$ cat src/rtl/sio_pkg.sv
package sio_pkg;
  // Mode register layout
  typedef struct packed {
    logic       spare7;
    logic       loop_in;    // bit6: sample own output
    logic       msb_first;  // bit5: bit order
    logic       spare4;
    logic       pin_en;     // bit3: drive serial pins
    logic       int_clk;    // bit2: 1 internal clock
    logic [1:0] div_sel;    // bits1:0: divide select
  } sio_mode_t;
endpackage

$ cat src/rtl/sio_clkgen.sv
module sio_clkgen #(
  parameter int HALF0 = 2,
  parameter int HALF1 = 8,
  parameter int HALF2 = 16,
  parameter int HALF3 = 32,
  parameter int PRE_W = 5
) (
  input  logic       clk,
  input  logic       rst_n,
  input  logic       start,
  input  logic       run,
  input  logic [1:0] div_sel,
  output logic       sclk,
  output logic       fall,
  output logic       rise
);
  logic [PRE_W-1:0] pre;
  logic [PRE_W-1:0] half_m1;
  logic             tick;

  always_comb begin
    case (div_sel)
      2'd0:    half_m1 = PRE_W'(HALF0 - 1);
      2'd1:    half_m1 = PRE_W'(HALF1 - 1);
      2'd2:    half_m1 = PRE_W'(HALF2 - 1);
      default: half_m1 = PRE_W'(HALF3 - 1);
    endcase
  end

  assign tick = run && (pre == half_m1);
  assign fall = tick && sclk;
  assign rise = tick && !sclk;

  always_ff @(posedge clk) begin
    if (!rst_n || start || !run) begin
      pre  <= '0;
      sclk <= 1'b1;
    end else if (tick) begin
      pre  <= '0;
      sclk <= ~sclk;
    end else begin
      pre <= pre + 1'b1;
    end
  end

  // The clock is high again after every rising edge the divider makes
  assert_rise_leaves_high_R6: assert property (@(posedge clk) disable iff (!rst_n)
    (rise && !start) |=> sclk);
endmodule

$ cat src/rtl/sio_edge_sync.sv
module sio_edge_sync (
  input  logic clk,
  input  logic rst_n,
  input  logic pin,
  output logic rise,
  output logic fall
);
  logic [2:0] sh;

  always_ff @(posedge clk) begin
    if (!rst_n) sh <= 3'b111;
    else        sh <= {sh[1:0], pin};
  end

  assign rise = sh[1] && !sh[2];
  assign fall = !sh[1] && sh[2];
endmodule

$ cat src/rtl/sio_shifter.sv
module sio_shifter #(
  parameter int DATA_W = 8,
  localparam int CNT_W = $clog2(DATA_W)
) (
  input  logic              clk,
  input  logic              rst_n,
  input  logic              load,
  input  logic [DATA_W-1:0] load_data,
  input  logic              rise,
  input  logic              fall,
  input  logic              msb_first,
  input  logic              ser_in,
  input  logic              flag_clr,
  output logic [DATA_W-1:0] sreg,
  output logic              sout,
  output logic              active,
  output logic              irq
);
  logic [CNT_W-1:0] cnt;
  logic             last;

  assign last = rise && active && (cnt == '0);

  always_ff @(posedge clk) begin
    if (!rst_n) begin
      sreg   <= '0;
      sout   <= 1'b0;
      cnt    <= '0;
      active <= 1'b0;
    end else if (load) begin
      sreg   <= load_data;
      cnt    <= CNT_W'(DATA_W - 1);
      active <= 1'b1;
    end else begin
      if (fall) sout <= msb_first ? sreg[DATA_W-1] : sreg[0];
      if (rise) begin
        sreg <= msb_first ? {sreg[DATA_W-2:0], ser_in} : {ser_in, sreg[DATA_W-1:1]};
        if (active) begin
          if (cnt == '0) active <= 1'b0;
          else           cnt    <= cnt - 1'b1;
        end
      end
    end
  end

  always_ff @(posedge clk) begin
    if (!rst_n)        irq <= 1'b0;
    else if (last)     irq <= 1'b1;
    else if (flag_clr) irq <= 1'b0;
  end

  assert_load_arms_R2: assert property (@(posedge clk) disable iff (!rst_n)
    load |=> (active && cnt == CNT_W'(DATA_W - 1)));
  assert_flag_on_last_R6: assert property (@(posedge clk) disable iff (!rst_n)
    (last && !load) |=> irq);
  assert_flag_sticky_R11: assert property (@(posedge clk) disable iff (!rst_n)
    $fell(irq) |-> $past(flag_clr));
  assert_sout_on_fall_R4: assert property (@(posedge clk) disable iff (!rst_n)
    !$stable(sout) |-> $past(fall));
endmodule

$ cat src/rtl/sio_shift_port.sv
module sio_shift_port #(
  parameter int DATA_W = 8,
  parameter int HALF0  = 2,
  parameter int HALF1  = 8,
  parameter int HALF2  = 16,
  parameter int HALF3  = 32,
  localparam int PRE_W = $clog2(HALF3)
) (
  input  logic              clk,
  input  logic              rst_n,
  input  logic              wr_en,
  input  logic              wr_sel,
  input  logic [DATA_W-1:0] wr_data,
  input  logic              flag_clr,
  output logic [DATA_W-1:0] rd_data,
  output logic              irq_flag,
  input  logic              sclk_i,
  output logic              sclk_o,
  output logic              sclk_oe,
  output logic              sout_o,
  output logic              sout_oe,
  input  logic              sin_i
);
  import sio_pkg::*;

  sio_mode_t mode;
  logic load, active, ser_in;
  logic rise_i, fall_i, rise_e, fall_e, rise_m, fall_m;

  always_ff @(posedge clk) begin
    if (!rst_n)                mode <= '0;
    else if (wr_en && !wr_sel) mode <= sio_mode_t'(wr_data[7:0]);
  end

  assign load = wr_en && wr_sel;

  sio_clkgen #(.HALF0(HALF0), .HALF1(HALF1), .HALF2(HALF2), .HALF3(HALF3),
               .PRE_W(PRE_W)) u_clkgen (
    .clk(clk), .rst_n(rst_n), .start(load && mode.int_clk),
    .run(active && mode.int_clk), .div_sel(mode.div_sel),
    .sclk(sclk_o), .fall(fall_i), .rise(rise_i));

  sio_edge_sync u_sync (
    .clk(clk), .rst_n(rst_n), .pin(sclk_i), .rise(rise_e), .fall(fall_e));

  assign rise_m = mode.int_clk ? rise_i : rise_e;
  assign fall_m = mode.int_clk ? fall_i : fall_e;
  assign ser_in = mode.loop_in ? sout_o : sin_i;

  sio_shifter #(.DATA_W(DATA_W)) u_shift (
    .clk(clk), .rst_n(rst_n), .load(load), .load_data(wr_data),
    .rise(rise_m), .fall(fall_m), .msb_first(mode.msb_first),
    .ser_in(ser_in), .flag_clr(flag_clr), .sreg(rd_data),
    .sout(sout_o), .active(active), .irq(irq_flag));

  assign sclk_oe = mode.pin_en && mode.int_clk;
  assign sout_oe = mode.pin_en && (!mode.int_clk || active);

  // Internal clock idles high whenever no transfer is running
  assert_idle_clock_high_R6: assert property (@(posedge clk) disable iff (!rst_n)
    (mode.int_clk && !active) |-> sclk_o);
  // Output released one cycle after an internal transfer ends
  assert_release_after_done_R7: assert property (@(posedge clk) disable iff (!rst_n)
    (mode.int_clk && $fell(active) && !load) |-> !sout_oe);
endmodule

$ cat config.mk
export PLATFORM = sky130hd
export DESIGN_NAME = sio_shift_port
export DESIGN_NICKNAME = d
export VERILOG_FILES = /design/src/rtl/sio_pkg.sv /design/src/rtl/sio_clkgen.sv /design/src/rtl/sio_edge_sync.sv /design/src/rtl/sio_shifter.sv /design/src/rtl/sio_shift_port.sv
export SDC_FILE = /design/constraint.sdc
export NUM_CORES = 1
export LEC_CHECK = 0
export BUFFER_PORTS_ARGS = -buffer_cell sky130_fd_sc_hd__clkbuf_2
export CORE_UTILIZATION = 50
export CTS_BUF_LIST = sky130_fd_sc_hd__clkbuf_16
export DETAILED_ROUTE_END_ITERATION = 12
export PLACE_DENSITY = 0.74
export SETUP_SLACK_MARGIN = 0.1
export SYNTH_ARGS = -nofsm -noshare
export SYNTH_HDL_FRONTEND = slang
export SYNTH_SLANG_ARGS = --single-unit
export TNS_END_PERCENT = 30
$ cat constraint.sdc
create_clock -name clk -period 2.7 [get_ports clk]
set_clock_uncertainty 0.1 [all_clocks]
set_input_delay 0.54 -clock clk [delete_from_list [all_inputs] [get_ports clk]]
set_output_delay 0.54 -clock clk [all_outputs]
set_load 0.05 [all_outputs]
==> results.rst, run 1 <==
.. list-table::
   :header-rows: 1

   * - Metric
     - Value
   * - Placed instance area
     - 1540 um2
   * - Final layout net count
     - just under 200
   * - CTS root buf
     - sky130_fd_sc_hd__clkbuf_16
   * - Worst min-delay path category
     - reg -> reg
   * - Required time at the endpoint of the critical path
     - 2.80 ns
   * - Worst supply voltage drop on vdd
     - 673 uV
   * - CTS tree
     - yes
   * - Final setup violation count
     - 0
   * - FILL cells
     - 211
   * - Leading cell types in the layout, fill and taps excluded
     - sky130_fd_sc_hd__dfxtp_1, sky130_fd_sc_hd__clkbuf_2, sky130_fd_sc_hd__nand2_1, sky130_fd_sc_hd__mux2i_1, sky130_fd_sc_hd__nor2_1
   * - Number of flops mapped to enable cells by yosys
     - 0
   * - Cell count after synthesis
     - 150
   * - Number of warnings reported in the yosys synthesis log
     - 0
   * - Peak-usage layer in the global routing report
     - met2
   * - Number of buffers added by the clock tree synthesis step
     - 5
   * - Routing usage on met3
     - 9.17%
   * - Minimum period implied by the final worst setup slack
     - 2.20 ns
   * - Outcome
     - completed
   * - Antenna violations before repair
     - 0
   * - Crit path capture type
     - flip-flop
   * - Multi-input gate area in the final layout
     - 754 um2
   * - Reg2reg path depth
     - 6
   * - Overall power of the completed layout
     - 0.00121 W
   * - Routed wire per std cell
     - 14.1 um
   * - Final Cell Area
     - 1710 um2
   * - Via density
     - 5.54
   * - Global router's overall resource usage
     - 22.7%
   * - Highest clock frequency the design can meet
     - 454 MHz
   * - Maximum net fanout on the critical path
     - 8
   * - Number of distinct library cells after synthesis
     - 35
   * - Detail Placement HPWL
     - 2070 um
   * - Arrival @ worst endpoint
     - approximately 2.3 ns
   * - Asr flop ratio synth
     - 0%
   * - Via count of the first global-routing pass
     - 1018
   * - H-tree lvl count
     - 2
   * - Wire length of the first global-routing pass
     - approximately 4600 um
   * - Sequential-to-total area share from yosys stat
     - 41.9%
   * - Finished Layout Cells
     - 210
   * - Most common library cell in the layout ignoring fill and taps
     - sky130_fd_sc_hd__dfxtp_1
   * - Normalized max-slew margin
     - approximately half
   * - Number of max-cap violations
     - 0
   * - Row Count
     - 18
   * - Standby leakage power
     - 0.746 nW
   * - Final-report hold violation count
     - 0
   * - Avg Inst Size Synth
     - 9.24 um2
   * - Number of remaining DRC errors
     - 0
   * - CTS clock-pin slew for the worst setup and hold paths
     - about 0.05 ns
   * - Flip-flop and latch count after synthesis
     - 29
   * - Setup repair after global routing missed its margin
     - false
   * - Buffers from clock root to sink, at most
     - 2
   * - Number of gates resized after CTS
     - 0
   * - Port bufs
     - 27
   * - Number of inserted diodes
     - 0
   * - First DRT Iteration DRCs
     - 26
   * - Detailed-router iteration count before antenna repair
     - 4
   * - Clock tree sinks
     - 29
   * - Prevailing post-synth register cell
     - sky130_fd_sc_hd__dfxtp_1
   * - Routing usage on met1
     - 30.3%
   * - Layout-stage area growth over the synthesis result
     - 23.2%
   * - Slew Viols, Final
     - 0
   * - Largest net degree at the start of global routing
     - 18
   * - # hold bufs at CTS
     - 0
   * - Global Route met2 Usage
     - 32.1%
   * - Worst setup path class
     - reg -> reg
   * - Routed vias
     - 1163
   * - Sequential cell area
     - 581 um2
   * - Share of final-layout standard cells stronger than drive strength 1
     - 25.6%
   * - Number of top-level design ports
     - 28
   * - CORE AREA
     - 2540 um2
   * - Height of the die
     - 54.7 um
   * - Number of placed instances, taps included
     - 202
   * - Post-CTS setup-driven buffer insertion count
     - 0
   * - Setup_tns
     - 0 ns
   * - Weighted congestion at the end of routability-driven global placement
     - between 0.7 and 0.8
   * - Hold_ws
     - 0.303 ns
   * - Startpoint type of the worst setup path
     - flip-flop
   * - WL final
     - 2970 um
   * - Synthesized netlist net count
     - roughly 170
   * - Horizontal die dimension
     - roughly 55 um
   * - Fraction of the cycle the final worst path needs
     - between 80% and 90%
   * - Number of cells traversed by the worst hold path
     - 1
   * - Die area
     - 2990 um2
   * - Slew at the pin with the worst max-slew slack
     - around 0.73 ns
   * - GRT Residual Overflow
     - 0
   * - Clock network latency to the later pin of the worst-skew pair
     - 0.28 ns
   * - Post-route ant nets
     - 0
   * - Effective utilization at floorplan
     - between 50 and 60%
   * - Post-synth design cell area
     - 1390 um2
   * - PwrDens
     - 708 nW/um2
-- power by group --
group	switching, W	internal (W)	total (W)
registers	0.0000180	0.000447	0.000465
logic	0.0000786	0.0000472	0.000126
clock network	0.000188	0.000430	0.000618
total	0.000284	0.000925	0.00121
-- sequential cells by signal, indices dropped and copies added, names as in the netlist --
register / cells
u_sync.sh: 3
u_clkgen.pre: 5
u_shift.sreg: 8
u_clkgen.sclk: 1
mode: 6
u_shift.irq: 1
u_shift.sout: 1
u_shift.active: 1
u_shift.cnt: 3
-- stage by stage --
step	utilization [%]	setup slack, ns
floorplan	-	0.510
global placement	60.6	0.577
detailed placement	60.6	0.531
CTS	67.1	0.503
global route	67.1	0.364
finish	67.1	0.498
-- path summary, 6_finish.rpt --
kind                                   start              to  slack, ns
worst max-delay path                 mode[1]  u_shift.cnt[2]       0.50
worst min-delay path            u_sync.sh[0]    u_sync.sh[1]       0.30
worst max register to register       mode[1]  u_shift.cnt[2]       0.50
worst min register to register  u_sync.sh[0]    u_sync.sh[1]       0.30
-- synth_stat cells, types with 4 or more instances --
cell type,instances,area [um2]
sky130_fd_sc_hd__o22ai_1,6,37.5
sky130_fd_sc_hd__inv_1,6,22.5
sky130_fd_sc_hd__o21ai_0,7,35.0
sky130_fd_sc_hd__dfxtp_1,29,581
sky130_fd_sc_hd__nor2_1,13,48.8
sky130_fd_sc_hd__nand2_1,16,60.1
sky130_fd_sc_hd__clkbuf_1,4,15.0
sky130_fd_sc_hd__mux2i_1,15,150
sky130_fd_sc_hd__nand2b_1,5,31.3
sky130_fd_sc_hd__mux2_2,9,101
sky130_fd_sc_hd__a21oi_1,4,20.0
-- routing by layer --
| metal | wire length, um | up-vias |
|---|---|---|
| li1 | - | 591 |
| met1 | 1470 | 543 |
| met5 | 0 | - |
| met4 | 27 | 0 |
| met2 | 1320 | 27 |
| met3 | 146 | 2 |
-- final cells by class --
cell class	instances	share of cell area [%]
well taps	30	2.20
inverters	7	1.54
multi-input cells	108	44.2
clock buffers	5	7.33
clock inverters	3	2.42
repair buffers	28	8.35
flip-flops and latches	29	34.0
-- critical path: stages (launching register included) --
cell                        delay (ns)
sky130_fd_sc_hd__dfxtp_1          0.33
sky130_fd_sc_hd__or3_1            0.39
sky130_fd_sc_hd__a21boi_2         0.19
sky130_fd_sc_hd__o2111ai_2        0.16
sky130_fd_sc_hd__o32a_1           0.31
sky130_fd_sc_hd__or4_1            0.49
sky130_fd_sc_hd__a31oi_1          0.16
-- logic make-up (layout without fill, tap and decap cells) --
group           count (synthesis)  count (layout)  share of synthesized area, %
simple gates                   47              47                          15.8
compound gates                 30              30                          15.3
flops                          29              29                          41.9
mux                            24              24                          18.1
buf+inv                        13              43                          3.70
xor+xnor                        4               4                          2.53
fa+ha+maj                       3               3                          2.71
Note: power is estimated with default switching activity, not from simulation.
==> run 2, diff against run 1 <==
Clock period 2.7 ns to 2.2 ns, I/O delays scaled along.
==> run 2 against run 1 <==
Cell count up 2.9%; total power rose by 11%; count of clock-buffer cells in the layout unchanged; fmax rose by 4.8%; utilization is 0.79 points higher; sequential share of layout area decreased by 0.39 points; die area unchanged; clock power is 1% lower; worst hold slack worse by 0.046 ns; via count rose by 4.8%; first-iteration DRC count is 23% lower; critical endpoint is now u_shift.cnt[0]; largest power group unchanged.
==> results.rst, run 2 (same netlist as run 1, synthesis figures left out) <==
.. list-table::
   :header-rows: 1

   * - Metric
     - Value
   * - Final core utilization
     - 67.9% (+0.79 points)
   * - Clock tree sinks
     - 29 (unchanged)
   * - FILL cells
     - 205 (-2.8%)
   * - Die area
     - 2990 um2 (unchanged)
   * - Biggest register
     - u_shift.sreg
   * - Overall power of the completed layout
     - 0.00134 W (+11%)
   * - Number of gates on the worst path with buffers counted
     - 7 (+1)
   * - Global router's overall resource usage
     - 24.0% (+1.2 points)
   * - Port bufs
     - 27 (unchanged)
   * - Worst min-delay path category
     - in -> reg
   * - Horizontal die dimension
     - 54.7 um (unchanged)
   * - Most common library cell in the layout ignoring fill and taps
     - sky130_fd_sc_hd__dfxtp_1
   * - Kind of cell adding the most delay to the critical path
     - compound AO/OA/AOI/OAI gates
   * - Row Count
     - 18 (unchanged)
   * - Buffers from clock root to sink, at most
     - 2 (unchanged)
   * - Number of buffers added by the clock tree synthesis step
     - 5 (unchanged)
   * - Slew at the pin with the worst max-slew slack
     - 0.429 ns (-0.305 ns)
   * - Reg2reg path depth
     - 7 (+1)
   * - Clock network latency to the later pin of the worst-skew pair
     - 0.27 ns (about the same)
   * - Leading cell types in the layout, fill and taps excluded
     - sky130_fd_sc_hd__dfxtp_1, sky130_fd_sc_hd__clkbuf_2, sky130_fd_sc_hd__nand2_1, sky130_fd_sc_hd__mux2i_1, sky130_fd_sc_hd__nor2_1
   * - Weighted congestion at the end of routability-driven global placement
     - 0.771 (+6.8%)
   * - Detailed-router iteration count before antenna repair
     - 4 (unchanged)
   * - Worst setup slack for register-to-register paths
     - 0.1 ns (-0.40 ns)
   * - Via count of the first global-routing pass
     - 1108 (+8.8%)
   * - Fraction of the cycle the final worst path needs
     - 95.5% (+14 points)
   * - Ordered cell list for the critical path
     - or3_1 -> a21boi_2 -> o2111ai_2 -> o32a_1 -> buf_4 -> or3_1 -> a31oi_1
   * - Worst supply voltage drop on vdd
     - 718 uV (+6.6%)
   * - Buf/Inv on CP
     - 1 (+1)
   * - Slowest library cell on the worst path
     - sky130_fd_sc_hd__or3_1
   * - WL final
     - 3200 um (+7.7%)
   * - CORE AREA
     - 2540 um2 (unchanged)
   * - Highest clock frequency the design can meet
     - 476 MHz (+4.8%)
   * - Layout-stage area growth over the synthesis result
     - 24.6%
   * - First DRT Iteration DRCs
     - 20 (-23%)
   * - Via density
     - 5.64 (+1.9%)
   * - Hold_ws
     - 0.257 ns (-0.0462 ns)
   * - CTS root buf
     - sky130_fd_sc_hd__clkbuf_16
   * - Crit path capture type
     - flip-flop
   * - Largest registers ranked by flip-flop count
     - u_shift.sreg x8, mode x6, u_clkgen.pre x5
   * - Worst reg2reg startpoint
     - mode[1]
   * - Largest net degree at the start of global routing
     - 17 (-1)
   * - Maximum net fanout on the critical path
     - 5 (-3)
   * - Arrival @ worst endpoint
     - 2.19 ns (-0.11 ns)
   * - Height of the die
     - 54.7 um (unchanged)
   * - Max FFs per register
     - 8 (unchanged)
   * - Routed vias
     - 1219 (+4.8%)
   * - Critical Path Start
     - mode[1]
   * - Outcome
     - completed
   * - # hold bufs at CTS
     - 0 (unchanged)
   * - Number of cells traversed by the worst hold path
     - 2 (+1)
   * - Startpoint type of the worst setup path
     - flip-flop
   * - Setup repair after global routing missed its margin
     - true
   * - Standby leakage power
     - 0.778 nW (+4.2%)
   * - Final-report hold violation count
     - 0 (unchanged)
   * - Number of top-level design ports
     - 28 (unchanged)
   * - Number of remaining DRC errors
     - 0 (unchanged)
   * - Required time at the endpoint of the critical path
     - 2.29 ns (-0.51 ns)
   * - Critical path capture point
     - u_shift.cnt[0]
   * - Number of max-cap violations
     - 0 (unchanged)
   * - Wire length of the first global-routing pass
     - 4930 um (+8.0%)
   * - Crit-path max cell delay
     - 0.39 ns (-0.10 ns)
   * - CTS tree
     - yes
   * - Final layout net count
     - 203 (+3.0%)
   * - Effective utilization at floorplan
     - 54.5% (unchanged)
   * - PwrDens
     - 778 nW/um2 (+9.9%)
   * - GRT Residual Overflow
     - 0 (unchanged)
   * - Share of final-layout standard cells stronger than drive strength 1
     - 27.4% (+1.9 points)
   * - Minimum period implied by the final worst setup slack
     - 2.10 ns (-0.102 ns)
   * - Routed wire per std cell
     - 14.8 um (+4.7%)
   * - Detail Placement HPWL
     - 2210 um (+7.0%)
   * - Setup_tns
     - 0 ns (unchanged)
   * - Final setup violation count
     - 0 (unchanged)
   * - CP dominant cell by count
     - sky130_fd_sc_hd__or3_1
   * - Antenna violations before repair
     - 0 (unchanged)
   * - Worst setup path class
     - reg -> reg
   * - CTS clock-pin slew for the worst setup and hold paths
     - 0.05 ns (about the same)
   * - Critical R2R Capture
     - u_shift.cnt[0]
   * - Post-route ant nets
     - 0 (unchanged)
   * - H-tree lvl count
     - 2 (unchanged)
   * - Number of inserted diodes
     - 0 (unchanged)
   * - Normalized max-slew margin
     - 71.3% (+20 points)
   * - Slew Viols, Final
     - 0 (unchanged)
## run 2: cell count changes in the layout (fill, tap and decap cells not counted)
cell	previous run	this run
sky130_fd_sc_hd__buf_4	1	7
sky130_fd_sc_hd__bufinv_16	1	0
sky130_fd_sc_hd__clkinv_1	2	1
sky130_fd_sc_hd__clkinvlp_4	1	0
sky130_fd_sc_hd__inv_1	6	9
sky130_fd_sc_hd__nor3_1	2	1
sky130_fd_sc_hd__nor3_2	0	1
## run 2: area by class of cell
class / instances / area [um2] / share of cell area (%)
timing repair buffer: 34 / 188 / 10.9
sequential: 29 / 581 / 33.6
inverter: 7 / 26.3 / 1.52
tap: 30 / 37.5 / 2.17
clock buffer: 5 / 125 / 7.24
multi-input combinational: 108 / 759 / 44.0
clock inverter: 3 / 11.3 / 0.652
## run 2: what timing repair did
item | CTS | global route
pin swaps | 1 | 0
gates resized for setup | 0 | 1
setup endpoints to repair | 2 | 9
setup buffers | 0 | 1
## run 2: layer usage
layer | vias to the layer above | part of all wire, % | wire length, um | global-route usage (%)
li1 | 596 | - | - | -
met1 | 578 | 46 | 1460 | 31.4
met2 | 39 | 48 | 1550 | 36.5
met3 | 6 | 4.9 | 157 | 6.11
met4 | 0 | 0.91 | 29 | 10.7
met5 | - | 0 | 0 | 0
## run 2: through the flow
step | worst slack [ns] | area [um2] | instances
2_1_floorplan | 0.106 | 1390 | 150
3_3_place_gp | 0.134 | 1580 | 207
3_5_place_dp | 0.104 | 1580 | 207
4_1_cts | 0.108 | 1720 | 215
5_1_grt | 0.0219 | 1730 | 216
6_report | 0.0994 | 1730 | 216
## run 2: worst min-delay path by stage
stage / from / to
2_1_floorplan: u_sync.sh[0] / u_sync.sh[1]
3_3_place_gp: u_sync.sh[0] / u_sync.sh[1]
3_5_place_dp: u_sync.sh[0] / u_sync.sh[1]
4_1_cts: sclk_i / u_sync.sh[0]
5_1_grt: sclk_i / u_sync.sh[0]
6_report: sclk_i / u_sync.sh[0]
## run 2: power by group
group | total, W | switching, W | internal [W]
clock network | 0.000611 | 0.000207 | 0.000404
logic | 0.000164 | 0.000101 | 0.0000624
registers | 0.000570 | 0.0000211 | 0.000549
total | 0.00134 | 0.000329 | 0.00102
==> run 3, diff against run 2 <==
Settings changed: ABC_AREA from default to 1, CORE_ASPECT_RATIO from default to 1.4, PLACE_DENSITY 0.74 to 0.73, SKIP_LAST_GASP from default to 1.
==> run 3 against run 2 <==
Non-clock buffer count fell by 4; sequential share of layout area is 0.60 points lower; sequential cell count stayed put; critical path depth is 4 lower; worst hold slack worse by 0.0057 ns; register-to-register slack gained 0.44 ns; setup slack improved by 0.38 ns; total power is 1.4% higher; count of clock-buffer cells in the layout is the same; synthesized cell count grew 43%; critical path type is now reg -> out.
==> results.rst, run 3 <==
.. list-table::
   :header-rows: 1

   * - Metric
     - Value
   * - Number of flops mapped to enable cells by yosys
     - 0 (unchanged)
   * - Clock network latency to the later pin of the worst-skew pair
     - 0.27 ns (about the same)
   * - Highest clock frequency the design can meet
     - 583 MHz (+22%)
   * - Asr flop ratio synth
     - 0% (unchanged)
   * - Ordered cell list for the critical path
     - inv_1 -> a21boi_0 -> clkbuf_2
   * - Layout-stage area growth over the synthesis result
     - 21.0%
   * - Number of distinct library cells after synthesis
     - 23 (-34%)
   * - Sequential cell area
     - 581 um2 (unchanged)
   * - Number of buffers added by the clock tree synthesis step
     - 5 (unchanged)
   * - # hold bufs at CTS
     - 0 (unchanged)
   * - Largest registers ranked by flip-flop count
     - u_shift.sreg x8, mode x6, u_clkgen.pre x5
   * - Crit-path max cell delay
     - 0.38 ns (about the same)
   * - Final-report hold violation count
     - 0 (unchanged)
   * - WL final
     - 3130 um (-2.1%)
   * - Buffers from clock root to sink, at most
     - 2 (unchanged)
   * - Minimum period implied by the final worst setup slack
     - 1.72 ns (-0.385 ns)
   * - Maximum net fanout on the critical path
     - 4 (-1)
   * - First DRT Iteration DRCs
     - 33 (+65%)
   * - Slowest library cell on the worst path
     - sky130_fd_sc_hd__dfxtp_1
   * - Via density
     - 4.89 (-13%)
   * - Routed wire per std cell
     - 11.1 um (-25%)
   * - Prevailing post-synth register cell
     - sky130_fd_sc_hd__dfxtp_1
   * - Arrival @ worst endpoint
     - 1.18 ns (-1.01 ns)
   * - Top-area cell type share of the netlist area
     - 39.9% (-1.9 points)
   * - Worst min-delay path category
     - in -> reg
   * - Leading post-synthesis cells by instance count
     - sky130_fd_sc_hd__nand2_1, sky130_fd_sc_hd__inv_1, sky130_fd_sc_hd__dfxtp_1
   * - Buf/Inv on CP
     - 2 (+1)
   * - CTS tree
     - yes
   * - Weighted congestion at the end of routability-driven global placement
     - 0.841 (+9.1%)
   * - Setup repair after global routing missed its margin
     - false
   * - Share of final-layout standard cells stronger than drive strength 1
     - 17.5% (-9.9 points)
   * - Port bufs
     - 27 (unchanged)
   * - Hold_ws
     - 0.251 ns (-0.00575 ns)
   * - Detailed-router iteration count before antenna repair
     - 4 (unchanged)
   * - Slew Viols, Final
     - 0 (unchanged)
   * - Wire length of the first global-routing pass
     - 5260 um (+6.7%)
   * - Antenna violations before repair
     - 0 (unchanged)
   * - Final layout net count
     - 263 (+30%)
   * - Post-route ant nets
     - 0 (unchanged)
   * - Global router's overall resource usage
     - 23.7% (-0.22 points)
   * - Multi-input gate area in the final layout
     - 718 um2 (-5.4%)
   * - Clock tree sinks
     - 29 (unchanged)
   * - Number of max-cap violations
     - 0 (unchanged)
   * - Kind of cell adding the most delay to the critical path
     - flip-flops
   * - Top cells by area in the synthesized netlist
     - sky130_fd_sc_hd__dfxtp_1, sky130_fd_sc_hd__nand2_1, sky130_fd_sc_hd__a21oi_1, sky130_fd_sc_hd__inv_1, sky130_fd_sc_hd__nor2_1
   * - FILL cells
     - 278 (+36%)
   * - H-tree lvl count
     - 2 (unchanged)
   * - Standby leakage power
     - 0.799 nW (+2.8%)
   * - Number of top-level design ports
     - 28 (unchanged)
   * - Yosys top cell by area
     - sky130_fd_sc_hd__dfxtp_1
   * - Final setup violation count
     - 0 (unchanged)
   * - GRT Residual Overflow
     - 0 (unchanged)
   * - Worst setup path class
     - reg -> out
   * - Detail Placement HPWL
     - 2300 um (+4.2%)
   * - Flip-flop and latch count after synthesis
     - 29 (unchanged)
   * - Number of inserted diodes
     - 0 (unchanged)
   * - Number of warnings reported in the yosys synthesis log
     - 0 (unchanged)
   * - PwrDens
     - 775 nW/um2 (-0.45%)
   * - Biggest register
     - u_shift.sreg
   * - Required time at the endpoint of the critical path
     - 1.66 ns (-0.63 ns)
   * - Worst supply voltage drop on vdd
     - 649 uV (-9.6%)
   * - Die area
     - 3130 um2 (+4.8%)
   * - Cell count after synthesis
     - 215 (+43%)
   * - Max FFs per register
     - 8 (unchanged)
   * - Via count of the first global-routing pass
     - 1301 (+17%)
   * - Number of remaining DRC errors
     - 0 (unchanged)
   * - CORE AREA
     - 2700 um2 (+6.0%)
   * - Row Count
     - 22 (+4)
   * - Post-CTS setup-driven buffer insertion count
     - 0 (unchanged)
   * - Normalized max-slew margin
     - 70.0% (-1.3 points)
   * - Effective utilization at floorplan
     - 53.9% (-0.58 points)
   * - Sequential-to-total area share from yosys stat
     - 39.9% (-1.9 points)
   * - Horizontal die dimension
     - 47.6 um (-13%)
   * - Avg Inst Size Synth
     - 6.76 um2 (-27%)
   * - CTS root buf
     - sky130_fd_sc_hd__clkbuf_16
   * - Setup_tns
     - 0 ns (unchanged)
   * - Height of the die
     - 65.8 um (+20%)
   * - Synthesized netlist net count
     - 233 (+39%)
   * - Largest net degree at the start of global routing
     - 16 (-1)
   * - Post-synth design cell area
     - 1450 um2 (+4.9%)
   * - Startpoint type of the worst setup path
     - flip-flop
   * - Most frequently used cell type in the post-synthesis netlist
     - sky130_fd_sc_hd__nand2_1
   * - Number of gates resized after CTS
     - 0 (unchanged)
   * - Routed vias
     - 1380 (+13%)
   * - Slew at the pin with the worst max-slew slack
     - 0.449 ns (+0.0198 ns)
   * - Crit path capture type
     - output pin
   * - CTS clock-pin slew for the worst setup and hold paths
     - 0.05 ns (about the same)
   * - Outcome
     - completed
   * - Most common library cell in the layout ignoring fill and taps
     - sky130_fd_sc_hd__nand2_1
   * - Leading cell types in the layout, fill and taps excluded
     - sky130_fd_sc_hd__nand2_1, sky130_fd_sc_hd__inv_1, sky130_fd_sc_hd__dfxtp_1, sky130_fd_sc_hd__clkbuf_2, sky130_fd_sc_hd__nor2_1
   * - Fraction of the cycle the final worst path needs
     - 78.0% (-17 points)
==> run 3: cell count changes in the layout (fill, tap and decap cells not counted), sizes merged, moves of 4 or more <==
| cell | delta |
|---|---|
| nand2 | +35 |
| inv | +22 |
| a21oi | +20 |
| mux2i | -15 |
| nor2 | +13 |
| o21ai | +12 |
| nand3 | +11 |
| mux2 | -9 |
| o22ai | -6 |
| nand2b | -5 |
| buf | -4 |
==> run 3: kinds of logic (layout without fill, tap and decap cells) <==
kind of cell	Yosys count	after routing	synth area share, %
flip-flops	29	29	39.9
buffers and inverters	39	70	10.7
AND/OR/NAND/NOR	95	95	28.7
AO/OA/AOI/OAI	46	46	16.4
adder cells (fa/ha/maj)	3	3	2.58
XOR/XNOR	3	3	1.81
==> run 3: power by group <==
| group | switching, W | internal, W | leakage, nW | total [W] |
|---|---|---|---|---|
| logic | 0.000112 | 0.0000544 | 0.494 | 0.000167 |
| registers | 0.0000233 | 0.000549 | 0.237 | 0.000572 |
| clock network | 0.000218 | 0.000407 | 0.0687 | 0.000624 |
| total | 0.000353 | 0.00101 | 0.799 | 0.00136 |
==> run 3: path summary, 6_finish.rpt <==
path         cells past startpoint         endpoint  slack (ns)           start
min                              2     u_sync.sh[0]        0.25          sclk_i
max                              3          sout_oe        0.48  u_shift.active
max reg2reg                      9  u_shift.sreg[3]        0.54         mode[2]
min reg2reg                      1     u_sync.sh[1]        0.33    u_sync.sh[0]
==> run 3: area by class of cell <==
type                            instances  area share [%]
Tap cell                               36            2.56
Inverter                               32            6.83
Timing Repair Buffer                   30            8.96
Multi-Input combinational cell        147            40.8
Sequential cell                        29            33.0
Clock inverter                          3           0.711
Clock buffer                            5            7.11
==> run 3: through the flow <==
step | instance area, um2 | setup WS [ns] | instances | util [%] | power, W
global route | 1760 | 0.349 | 282 | 65.2 | 0.00142
detailed placement | 1620 | 0.434 | 274 | 60.1 | 0.000748
global placement | 1620 | 0.478 | 274 | 60.1 | 0.000745
finish | 1760 | 0.484 | 282 | 65.2 | 0.00136
CTS | 1760 | 0.480 | 282 | 65.2 | 0.00137
floorplan | 1450 | 0.147 | 215 | - | 0.000701
==> run 3: metal layers <==
metal	track usage, %	share of wire (%)
met2	41.1	49
met3	6.56	3.8
met1	26.1	45
met5	0	0
met4	9.38	1.9
